--- config.mk ---
export PLATFORM = sky130hd
export DESIGN_NAME = nvm_cmd_seq
export DESIGN_NICKNAME = d
export VERILOG_FILES = /design/src/rtl/nvm_cmd_pkg.sv /design/src/rtl/nvm_cmd_decode.sv /design/src/rtl/nvm_burst_track.sv /design/src/rtl/nvm_sec_lock.sv /design/src/rtl/nvm_cmd_seq.sv
export SDC_FILE = /design/constraint.sdc
export NUM_CORES = 1
export LEC_CHECK = 0
export BUFFER_PORTS_ARGS = -buffer_cell sky130_fd_sc_hd__buf_4
export CORE_UTILIZATION = 60
export CTS_BUF_LIST = sky130_fd_sc_hd__clkbuf_4 sky130_fd_sc_hd__clkbuf_8
export CTS_CLUSTER_SIZE = 10
export DETAILED_ROUTE_END_ITERATION = 12
export PLACE_DENSITY = 0.85
export SLEW_MARGIN = 20
export SYNTH_ARGS = -nofsm -noshare
export SYNTH_HDL_FRONTEND = slang
export SYNTH_SLANG_ARGS = --single-unit
--- constraint.sdc ---
create_clock -name clk -period 3.6 [get_ports clk]
set_input_delay 0.54 -clock clk [delete_from_list [all_inputs] [get_ports clk]]
set_output_delay 0.54 -clock clk [all_outputs]
set_load 0.005 [all_outputs]
--- src/rtl/nvm_cmd_pkg.sv ---
package nvm_cmd_pkg;

    localparam int CNT_W   = 16;
    localparam int CNT_LSB = 16;
    localparam int OPC_W   = 16;

    localparam logic [OPC_W-1:0] OPC_FUSE_RD   = 16'h000D;
    localparam logic [OPC_W-1:0] OPC_SEC_SET   = 16'h000F;
    localparam logic [OPC_W-1:0] OPC_CTRL_SEL  = 16'h0008;
    localparam logic [OPC_W-1:0] OPC_BURST     = 16'h0004;
    localparam logic [OPC_W-1:0] OPC_PAGE_WR   = 16'h0001;
    localparam logic [OPC_W-1:0] OPC_ERASE_ALL = 16'h0002;
    localparam logic [OPC_W-1:0] OPC_LOCK      = 16'h0003;
    localparam logic [OPC_W-1:0] OPC_FUSE_SET  = 16'h000B;

    typedef enum logic [2:0] {
        CLS_BAD, CLS_FUSE_RD, CLS_SEC_SET, CLS_CTRL_SEL, CLS_BURST, CLS_PASS
    } cmd_cls_e;

    typedef enum logic [1:0] {
        RK_PASS  = 2'd0,
        RK_MEMWR = 2'd1,
        RK_ERASE = 2'd2
    } req_kind_e;

    typedef enum logic [2:0] {
        ST_IDLE, ST_SEL, ST_ADDR, ST_DATA, ST_ERASE
    } seq_state_e;

    typedef struct packed {
        req_kind_e kind;
        logic      sel;
    } req_hdr_t;

    function automatic cmd_cls_e classify(input logic [OPC_W-1:0] opc);
        case (opc)
            OPC_FUSE_RD:  return CLS_FUSE_RD;
            OPC_SEC_SET:  return CLS_SEC_SET;
            OPC_CTRL_SEL: return CLS_CTRL_SEL;
            OPC_BURST:    return CLS_BURST;
            OPC_PAGE_WR, OPC_ERASE_ALL, OPC_LOCK, OPC_FUSE_SET: return CLS_PASS;
            default:      return CLS_BAD;
        endcase
    endfunction

endpackage

--- src/rtl/nvm_cmd_decode.sv ---
module nvm_cmd_decode
    import nvm_cmd_pkg::*;
#(
    parameter int DATA_W = 32
) (
    input  logic [DATA_W-1:0] word,
    output cmd_cls_e          cls,
    output logic [CNT_W-1:0]  count
);
    logic [OPC_W-1:0] opc;

    assign opc   = word[OPC_W-1:0];
    assign cls   = classify(opc);
    assign count = word[CNT_LSB +: CNT_W];
endmodule

--- src/rtl/nvm_burst_track.sv ---
module nvm_burst_track #(
    parameter int ADDR_W = 32,
    parameter int CNT_W  = 16,
    parameter int STEP   = 4
) (
    input  logic              clk,
    input  logic              rst,
    input  logic              load_cnt,
    input  logic [CNT_W-1:0]  cnt_in,
    input  logic              load_addr,
    input  logic [ADDR_W-1:0] addr_in,
    input  logic              step,
    output logic [ADDR_W-1:0] addr,
    output logic [CNT_W-1:0]  remain
);
    localparam logic [ADDR_W-1:0] STEP_V = ADDR_W'(STEP);

    always_ff @(posedge clk) begin
        if (rst) begin
            addr   <= '0;
            remain <= '0;
        end else begin
            if (load_cnt)
                remain <= cnt_in;
            else if (step)
                remain <= remain - CNT_W'(1);
            if (load_addr)
                addr <= addr_in;
            else if (step)
                addr <= addr + STEP_V;
        end
    end
endmodule

--- src/rtl/nvm_sec_lock.sv ---
module nvm_sec_lock #(
    parameter int SYNC_N = 2
) (
    input  logic clk,
    input  logic rst,
    input  logic erase_pin,
    input  logic set_lock,
    input  logic clear_lock,
    output logic locked,
    output logic erase_rise
);
    logic pin_s;
    logic pin_prev;

    generate
        if (SYNC_N == 0) begin : g_nosync
            assign pin_s = erase_pin;
        end else if (SYNC_N == 1) begin : g_sync1
            logic s_q;
            always_ff @(posedge clk) begin
                if (rst) s_q <= 1'b0;
                else     s_q <= erase_pin;
            end
            assign pin_s = s_q;
        end else begin : g_syncn
            logic [SYNC_N-1:0] s_q;
            always_ff @(posedge clk) begin
                if (rst) s_q <= '0;
                else     s_q <= {s_q[SYNC_N-2:0], erase_pin};
            end
            assign pin_s = s_q[SYNC_N-1];
        end
    endgenerate

    always_ff @(posedge clk) begin
        if (rst) begin
            pin_prev <= 1'b0;
            locked   <= 1'b0;
        end else begin
            pin_prev <= pin_s;
            if (clear_lock)
                locked <= 1'b0;
            else if (set_lock)
                locked <= 1'b1;
        end
    end

    assign erase_rise = pin_s & ~pin_prev;
endmodule

--- src/rtl/nvm_cmd_seq.sv ---
module nvm_cmd_seq
    import nvm_cmd_pkg::*;
#(
    parameter int DATA_W     = 32,
    parameter int ADDR_W     = 32,
    parameter int FUSE_W     = 8,
    parameter int ADDR_STEP  = 4,
    parameter int ERASE_SYNC = 2
) (
    input  logic              clk,
    input  logic              rst,
    input  logic              in_valid,
    output logic              in_ready,
    input  logic [DATA_W-1:0] in_data,
    input  logic              in_is_cmd,
    input  logic [FUSE_W-1:0] fuse_bits,
    input  logic              erase_pin,
    output logic              rd_valid,
    output logic [DATA_W-1:0] rd_data,
    output logic              cmd_err,
    output logic              secure,
    output logic              req_valid,
    output logic [1:0]        req_kind,
    output logic              req_sel,
    output logic [ADDR_W-1:0] req_addr,
    output logic [DATA_W-1:0] req_data,
    input  logic              req_ack
);
    localparam int SEL_BIT = 0;

    seq_state_e        state_q;
    logic              ctrl_q;
    logic              req_valid_q;
    req_hdr_t          hdr_q;
    logic [ADDR_W-1:0] addr_q;
    logic [DATA_W-1:0] data_q;

    cmd_cls_e          dec_cls;
    logic [CNT_W-1:0]  dec_cnt;
    logic [ADDR_W-1:0] b_addr;
    logic [CNT_W-1:0]  b_rem;
    logic              e_rise;

    logic accept, cmd_acc, data_acc;
    logic ld_cnt, ld_addr, bstep;
    logic sec_set, sec_clr, ack_hit, erase_go;

    nvm_cmd_decode #(.DATA_W(DATA_W)) u_dec (
        .word  (in_data),
        .cls   (dec_cls),
        .count (dec_cnt)
    );

    nvm_burst_track #(.ADDR_W(ADDR_W), .CNT_W(CNT_W), .STEP(ADDR_STEP)) u_burst (
        .clk       (clk),
        .rst       (rst),
        .load_cnt  (ld_cnt),
        .cnt_in    (dec_cnt),
        .load_addr (ld_addr),
        .addr_in   (ADDR_W'(in_data)),
        .step      (bstep),
        .addr      (b_addr),
        .remain    (b_rem)
    );

    nvm_sec_lock #(.SYNC_N(ERASE_SYNC)) u_sec (
        .clk        (clk),
        .rst        (rst),
        .erase_pin  (erase_pin),
        .set_lock   (sec_set),
        .clear_lock (sec_clr),
        .locked     (secure),
        .erase_rise (e_rise)
    );

    always_comb begin
        erase_go = secure & e_rise & ~req_valid_q & (state_q == ST_IDLE);
        in_ready = ~req_valid_q & (state_q != ST_ERASE) & ~erase_go;
        accept   = in_valid & in_ready;
        cmd_acc  = accept & in_is_cmd & ~secure;
        data_acc = accept & ~in_is_cmd & ~secure;
        ld_cnt   = cmd_acc & (dec_cls == CLS_BURST);
        ld_addr  = data_acc & (state_q == ST_ADDR);
        bstep    = data_acc & (state_q == ST_DATA);
        sec_set  = cmd_acc & (dec_cls == CLS_SEC_SET) & ~ctrl_q;
        ack_hit  = req_valid_q & req_ack;
        sec_clr  = ack_hit & (state_q == ST_ERASE);
    end

    always_ff @(posedge clk) begin
        if (rst) begin
            state_q     <= ST_IDLE;
            ctrl_q      <= 1'b0;
            req_valid_q <= 1'b0;
            hdr_q       <= '{kind: RK_PASS, sel: 1'b0};
            addr_q      <= '0;
            data_q      <= '0;
            rd_valid    <= 1'b0;
            rd_data     <= '0;
            cmd_err     <= 1'b0;
        end else begin
            rd_valid <= 1'b0;
            cmd_err  <= 1'b0;
            if (ack_hit) begin
                req_valid_q <= 1'b0;
                if (state_q == ST_ERASE)
                    state_q <= ST_IDLE;
            end else if (erase_go) begin
                req_valid_q <= 1'b1;
                hdr_q       <= '{kind: RK_ERASE, sel: 1'b0};
                addr_q      <= '0;
                data_q      <= '0;
                state_q     <= ST_ERASE;
            end else if (accept && secure) begin
                if (in_is_cmd)
                    cmd_err <= 1'b1;
            end else if (cmd_acc) begin
                state_q <= ST_IDLE;
                case (dec_cls)
                    CLS_FUSE_RD: begin
                        rd_data  <= DATA_W'(fuse_bits);
                        rd_valid <= 1'b1;
                    end
                    CLS_SEC_SET: begin
                        if (ctrl_q)
                            cmd_err <= 1'b1;
                    end
                    CLS_CTRL_SEL: state_q <= ST_SEL;
                    CLS_BURST:    state_q <= ST_ADDR;
                    CLS_PASS: begin
                        req_valid_q <= 1'b1;
                        hdr_q       <= '{kind: RK_PASS, sel: ctrl_q};
                        addr_q      <= '0;
                        data_q      <= in_data;
                    end
                    default: cmd_err <= 1'b1;
                endcase
            end else if (data_acc) begin
                case (state_q)
                    ST_SEL: begin
                        ctrl_q  <= in_data[SEL_BIT];
                        state_q <= ST_IDLE;
                    end
                    ST_ADDR: begin
                        state_q <= (b_rem == '0) ? ST_IDLE : ST_DATA;
                    end
                    ST_DATA: begin
                        req_valid_q <= 1'b1;
                        hdr_q       <= '{kind: RK_MEMWR, sel: ctrl_q};
                        addr_q      <= b_addr;
                        data_q      <= in_data;
                        if (b_rem == CNT_W'(1))
                            state_q <= ST_IDLE;
                    end
                    default: ;
                endcase
            end
        end
    end

    assign req_valid = req_valid_q;
    assign req_kind  = hdr_q.kind;
    assign req_sel   = hdr_q.sel;
    assign req_addr  = addr_q;
    assign req_data  = data_q;
endmodule

# Yosys cells after proc, flatten, opt, wreduce, memory -nomap -nowiden
# Memories as Yosys holds them, arrays and structs flattened.
# Index checks and enable logic that the tools add are counted.
[op_classes] n_addsub=2 mux=45 bitwise_logic=27 eq_ne=16 n_reduce_logical=20
[ops] op="$mux W32" n=14
[ops] op="$mux W3" n=14
[ops] op="$add A32 B3 Y32 const B" n=1
[ops] op="$mux W16" n=2
[ops] op="$and A1 B1 Y1" n=18
[ops] op="$eq A16 B1 Y1 const B" n=1
[ops] op="$logic_not A16 Y1" n=1
[ops] op="$sub A16 B1 Y16 const B" n=1
[ops] op="$reduce_and A5 Y1" n=3
[ops] op="$eq A3 B2 Y1 const B" n=4
[ops] op="$logic_not A12 Y1" n=1
[ops] op="$mux W1" n=11
[ops] op="$eq A3 B3 Y1 const B" n=3
[ops] op="$not A1 Y1" n=9
[ops] op="$pmux W3 S3" n=1
[ops] op="$eq A3 B1 Y1 const B" n=2
[ops] op="$ne A3 B3 Y1 const B" n=2
[ops] op="$reduce_and A6 Y1" n=1
[ops] op="$reduce_bool A3 Y1" n=2
[ops] op="$reduce_bool A6 Y1" n=1
[ops] op="$ne A5 B4 Y1 const B" n=1
[ops] op="$reduce_or A5 Y1" n=1
[ops] op="$pmux W2 S2" n=1
[ops] op="$reduce_and A4 Y1" n=1
[ops] op="12 further kinds" n=14
[word_totals] memories=1 elab_cells=126 in_bits=46 romBits=48 out_inout_bits=104 regBits=134
[mem_list] memory="(name not given)" depth=16 word_bits=3 rd=1 rd_clocked_by_memory_dff=0 write_ports=0 line="nvm_cmd_pkg.sv:36" rtl="case (opc)"

# Longest topological paths before layout
[depth] depth_word=15 depth_mapped=11 depth_no_buf=9

# By module
# From an unflattened synthesis, not the netlist that was laid out.
[hier_totals] cells_unflattened=659 area_unflattened_um2=6247.2
[by_module_without_submodules] module="nvm_cmd_seq" instances=1 cells_per_inst=279 area_each_um2=3121.7 seq_area_each_um2=1641.6
[by_module_without_submodules] module="nvm_burst_track" instances=1 cells_per_inst=332 area_each_um2=2705.1 seq_area_each_um2=960.9
[by_module_without_submodules] module="nvm_cmd_decode" instances=1 cells_per_inst=38 area_each_um2=301.5 seq_area_each_um2=0.0
[by_module_without_submodules] module="nvm_sec_lock" instances=1 cells_per_inst=10 area_each_um2=118.9 seq_area_each_um2=80.1

# Worst setup path after synthesis
# No wires, ideal clock.
[synth_path] kind="input-to-reg" start="input in_data[1]" end="register data_q[10], in the netlist req_data[10]" t_required_ns=3.474 setup_time_ns=0.126 stages=10 path_buffers=1 arrival_time_ns=2.309 setup_slack_ns=1.165 path_cell_list="inv_1 -> ha_1 -> inv_1 -> ha_1 -> nor2_1 -> o2111ai_1 -> o311ai_2 -> nand2_1 -> buf_2 -> mux2i_1"
[synth_between] elab_chain_len=5
[synth_rtl] item="start: declaration" line="nvm_cmd_seq.sv:14" rtl="input logic [DATA_W-1:0] in_data,"
[synth_rtl] item="$mem_v2 Z16 W3"
[synth_rtl] item="$mux W3" line="nvm_cmd_pkg.sv:36"
[synth_rtl] item="$eq A3 B3 Y1" line="nvm_cmd_seq.sv:119" rtl="case (dec_cls)"
[synth_rtl] item="$ne A3 B1 Y1 (no line)"
[synth_rtl] item="$reduce_and A5 Y1 (no line)"
[synth_rtl] item="end signal: assignment" line="nvm_cmd_seq.sv:134" rtl="data_q <= in_data;"
[synth_rtl] item="end signal: assignment" line="nvm_cmd_seq.sv:151" rtl="data_q <= in_data;"
[synth_rtl] item="end: declaration" line="nvm_cmd_seq.sv:36" rtl="logic [DATA_W-1:0] data_q;"
# No other way between the ends.
# A chain may end at the register's enable or synchronous reset.

# Final worst setup path
[layout_path] start="input in_data[1]" end="register data_q[26], in the netlist req_data[26]"
# The elaborated chain is that of the path after synthesis.

==> impl_metrics.tcl <==
set metrics [dict create \
    drt-total-wl_mm 17.7 \
    reg2reg_depth 6 \
    clock_path_buffers 2 \
    routedWlPerCell_um 17.9 \
    path_clk_slew_ns 0.08 \
    finalCritPeriodShare_pct 77.0 \
    die_w_um 105 \
    multi_input_area_um2 3410 \
    cp-start-kind "input port" \
    num_rows 37 \
    die-area_um2 11100 \
    maxCapViolCount 0 \
    cts-root-buf "clkbuf_8" \
    synth.area.top_cells "dfxtp_1 (42%), mux2i_1 (8.0%), nand2_1 (6.5%), a22o_1 (4.4%), a21oi_1 (2.9%)" \
    total_power_mw 3.09 \
    crit_arrival_ns 3.09 \
    grt_setup_unrepaired "no" \
    overflow 0 \
    hold_viol 0 \
    grtUsageMet2_pct 52.3 \
    crit_start "in_data[1]" \
    setup_viol 0 \
    power_density_nw_per_um2 397 \
    insertedDiodeCount 0 \
    drcViolationCount 0 \
    core_um2 10300 \
    cts_buffers 17 \
    worstSetupEndpointType "register" \
    relSlewSlack_pct 54.2 \
    pin_count 150 \
    place_congestion 0.886 \
    required_ns 3.92 \
    status "finished clean" \
    place.detailed.hpwl_mm 12.0 \
    dr.pass1.iters 5 \
    register_area_um2 2680 \
    layout-drive-gt1-share_pct 21.8 \
    via_per_inst 6.30 \
    min_period_ns 2.77 \
    worst_pin_slew_ns 0.678 \
    grt_util_met3_pct 7.61 \
    finalNetCount 893 \
    vias 6230 \
    met1_usage_pct 40.3 \
    min_path_type "in -> reg" \
    grt_pass1_vias 5875 \
    critPathCapture "req_data[26]" \
    start_util_pct 62.1 \
    clock_latency_ns 0.44 \
    synth_top_cell_by_area "dfxtp_1" \
    p_leak_nw 3.25 \
    ys_ff_latch 134 \
    post_cts_resized 0 \
    syn_avg_cell_area_um2 8.74 \
    cts_tree "yes" \
    maxSlewViolCount 0 \
    synth-edff-count 0 \
    max_clock_freq_mhz 361 \
    grt_max_degree 57 \
    ys_warn_count 0 \
    synth-main-ff-cell "dfxtp_1" \
    cts.sinks 134 \
    fillers 736 \
    ys_seq_area_share_pct 41.9 \
    busiest_layer "met2" \
    cts_htree_levels 4 \
    irDropWorstVdd_mv 0.209 \
    fin_skew_ns 0.0112 \
    tns_ns 0 \
    worst-r2r-setup-slack_ns 1.05 \
    r2r-end "req_data[26]" \
    critical_path.max_fanout 20 \
    drtIter0Drc 522 \
    antenna_found_initial 0 \
    postRouteAntennaNets 0 \
    crit_type "in -> reg" \
    grt_usage_pct 32.1 \
    hold_buffers 0 \
    synthArstFlopShare_pct 0 \
    synth.top_cell.area_share_pct 41.9 \
    die_h_um 105 \
    area_growth_syn_to_layout_pct 21.2 \
    syn-instance-count 733 \
    synthesis.area_um2 6410 \
    placement.io_buffers 125 \
    regToRegStartpoint "state_q[2]" \
    ys_types 71 \
    post_cts_buffers 0 \
    grt_pass1_wl_mm 28.4 \
]
[cell type report]
type	count	area share (%)
Clock inverter	11	1.92
Tap cell	136	2.19
Inverter	13	0.628
Timing Repair Buffer	138	13.3
Multi-Input combinational cell	536	43.8
Sequential cell	134	34.5
Clock buffer	21	3.56
[where the power goes]
part / total [mW] / switching [mW] / leakage, nW / internal, mW
clock network: 1.34 / 0.603 / 0.209 / 0.739
registers: 1.51 / 0.0123 / 1.08 / 1.50
logic: 0.231 / 0.132 / 1.95 / 0.0994
[per-layer routing]
| layer | part of all wire [%] | wire length (um) | vias to the layer above |
|---|---|---|---|
| met5 | 0 | 0 | - |
| met4 | 2.8 | 497 | 0 |
| met3 | 8.8 | 1550 | 63 |
| met2 | 48 | 8550 | 371 |
| met1 | 40 | 7070 | 2932 |
| li1 | - | - | 2864 |
[cells by family after synthesis]
group                    Yosys count  synth area share [%]
AO/OA/AOI/OAI                    171                  19.3
XOR/XNOR                           4                 0.547
adder cells (fa/ha/maj)            8                  1.52
buffers and inverters             86                  6.62
flip-flops                       134                  41.9
multiplexers                      53                  8.32
other                              1                0.0585
AND/OR/NAND/NOR                  276                  21.8
[critical path, stage by stage]
cell and delay (ns):
buf_4 0.13, inv_1 0.08, ha_1 0.19, inv_1 0.05, ha_1 0.27, nor2_1 0.13, o2111ai_1 0.27, o311ai_2 0.42
nand2_2 0.44, buf_4 0.39, mux2i_1 0.15
[stage by stage]
step                      cell area [um^2]  std cells  utilization [%]  setup WS, ns  hold WS (ns)
after floorplan                       6490        756                -          1.16         0.414
after global placement                7340        957             71.1         0.566         0.434
after detailed placement              7340        957             71.1         0.380         0.423
after CTS                             7770        989             75.3         0.838         0.300
after global routing                  7770        989             75.3         0.631         0.307
final                                 7770        989             75.3         0.829         0.308
[flip-flops by register name, summed over array words and instances (netlist names), 2 cells and up]
name and count:
req_kind 2, req_addr 32, u_sec.g_syncn.s_q 2, rd_data 8
u_burst.remain 16, state_q 3, u_burst.addr 32, req_data 32
[layout by cell type (no fill, tap or decap), types with 17 or more instances in the layout]
master / count
clkbuf_8: 19
dfxtp_1: 134
a22o_1: 32
nand2_1: 110
o21ai_0: 18
buf_4: 138
mux2i_1: 51
conb_1: 24
nor2_1: 42
nor3_1: 17
a21oi_1: 36
[cell usage after synthesis (7+ instances only)]
library cell,instances
nand4_1,7
nand2_1,111
buf_2,9
a22oi_1,14
ha_1,7
a221oi_1,7
a21oi_1,37
nand3_1,15
buf_4,24
dfxtp_1,134
o21ai_0,18
nor2b_1,8
nor3_1,17
and4_1,7
a211oi_1,8
or3_1,11
mux2i_1,51
a22o_1,32
and3_1,8
nor2_1,43
clkbuf_1,39
o221ai_1,7
inv_1,12
nor4_1,11
[how the worst min path moves through the flow]
stage,start,to,cells after the start
floorplan,u_sec.g_syncn.s_q[0],u_sec.g_syncn.s_q[1],1
global placement,u_sec.g_syncn.s_q[0],u_sec.g_syncn.s_q[1],1
detailed placement,u_sec.g_syncn.s_q[0],u_sec.g_syncn.s_q[1],1
CTS,erase_pin,u_sec.g_syncn.s_q[0],2
global route,erase_pin,u_sec.g_syncn.s_q[0],2
finish,erase_pin,u_sec.g_syncn.s_q[0],2
Power figures use the tool's default switching activity.
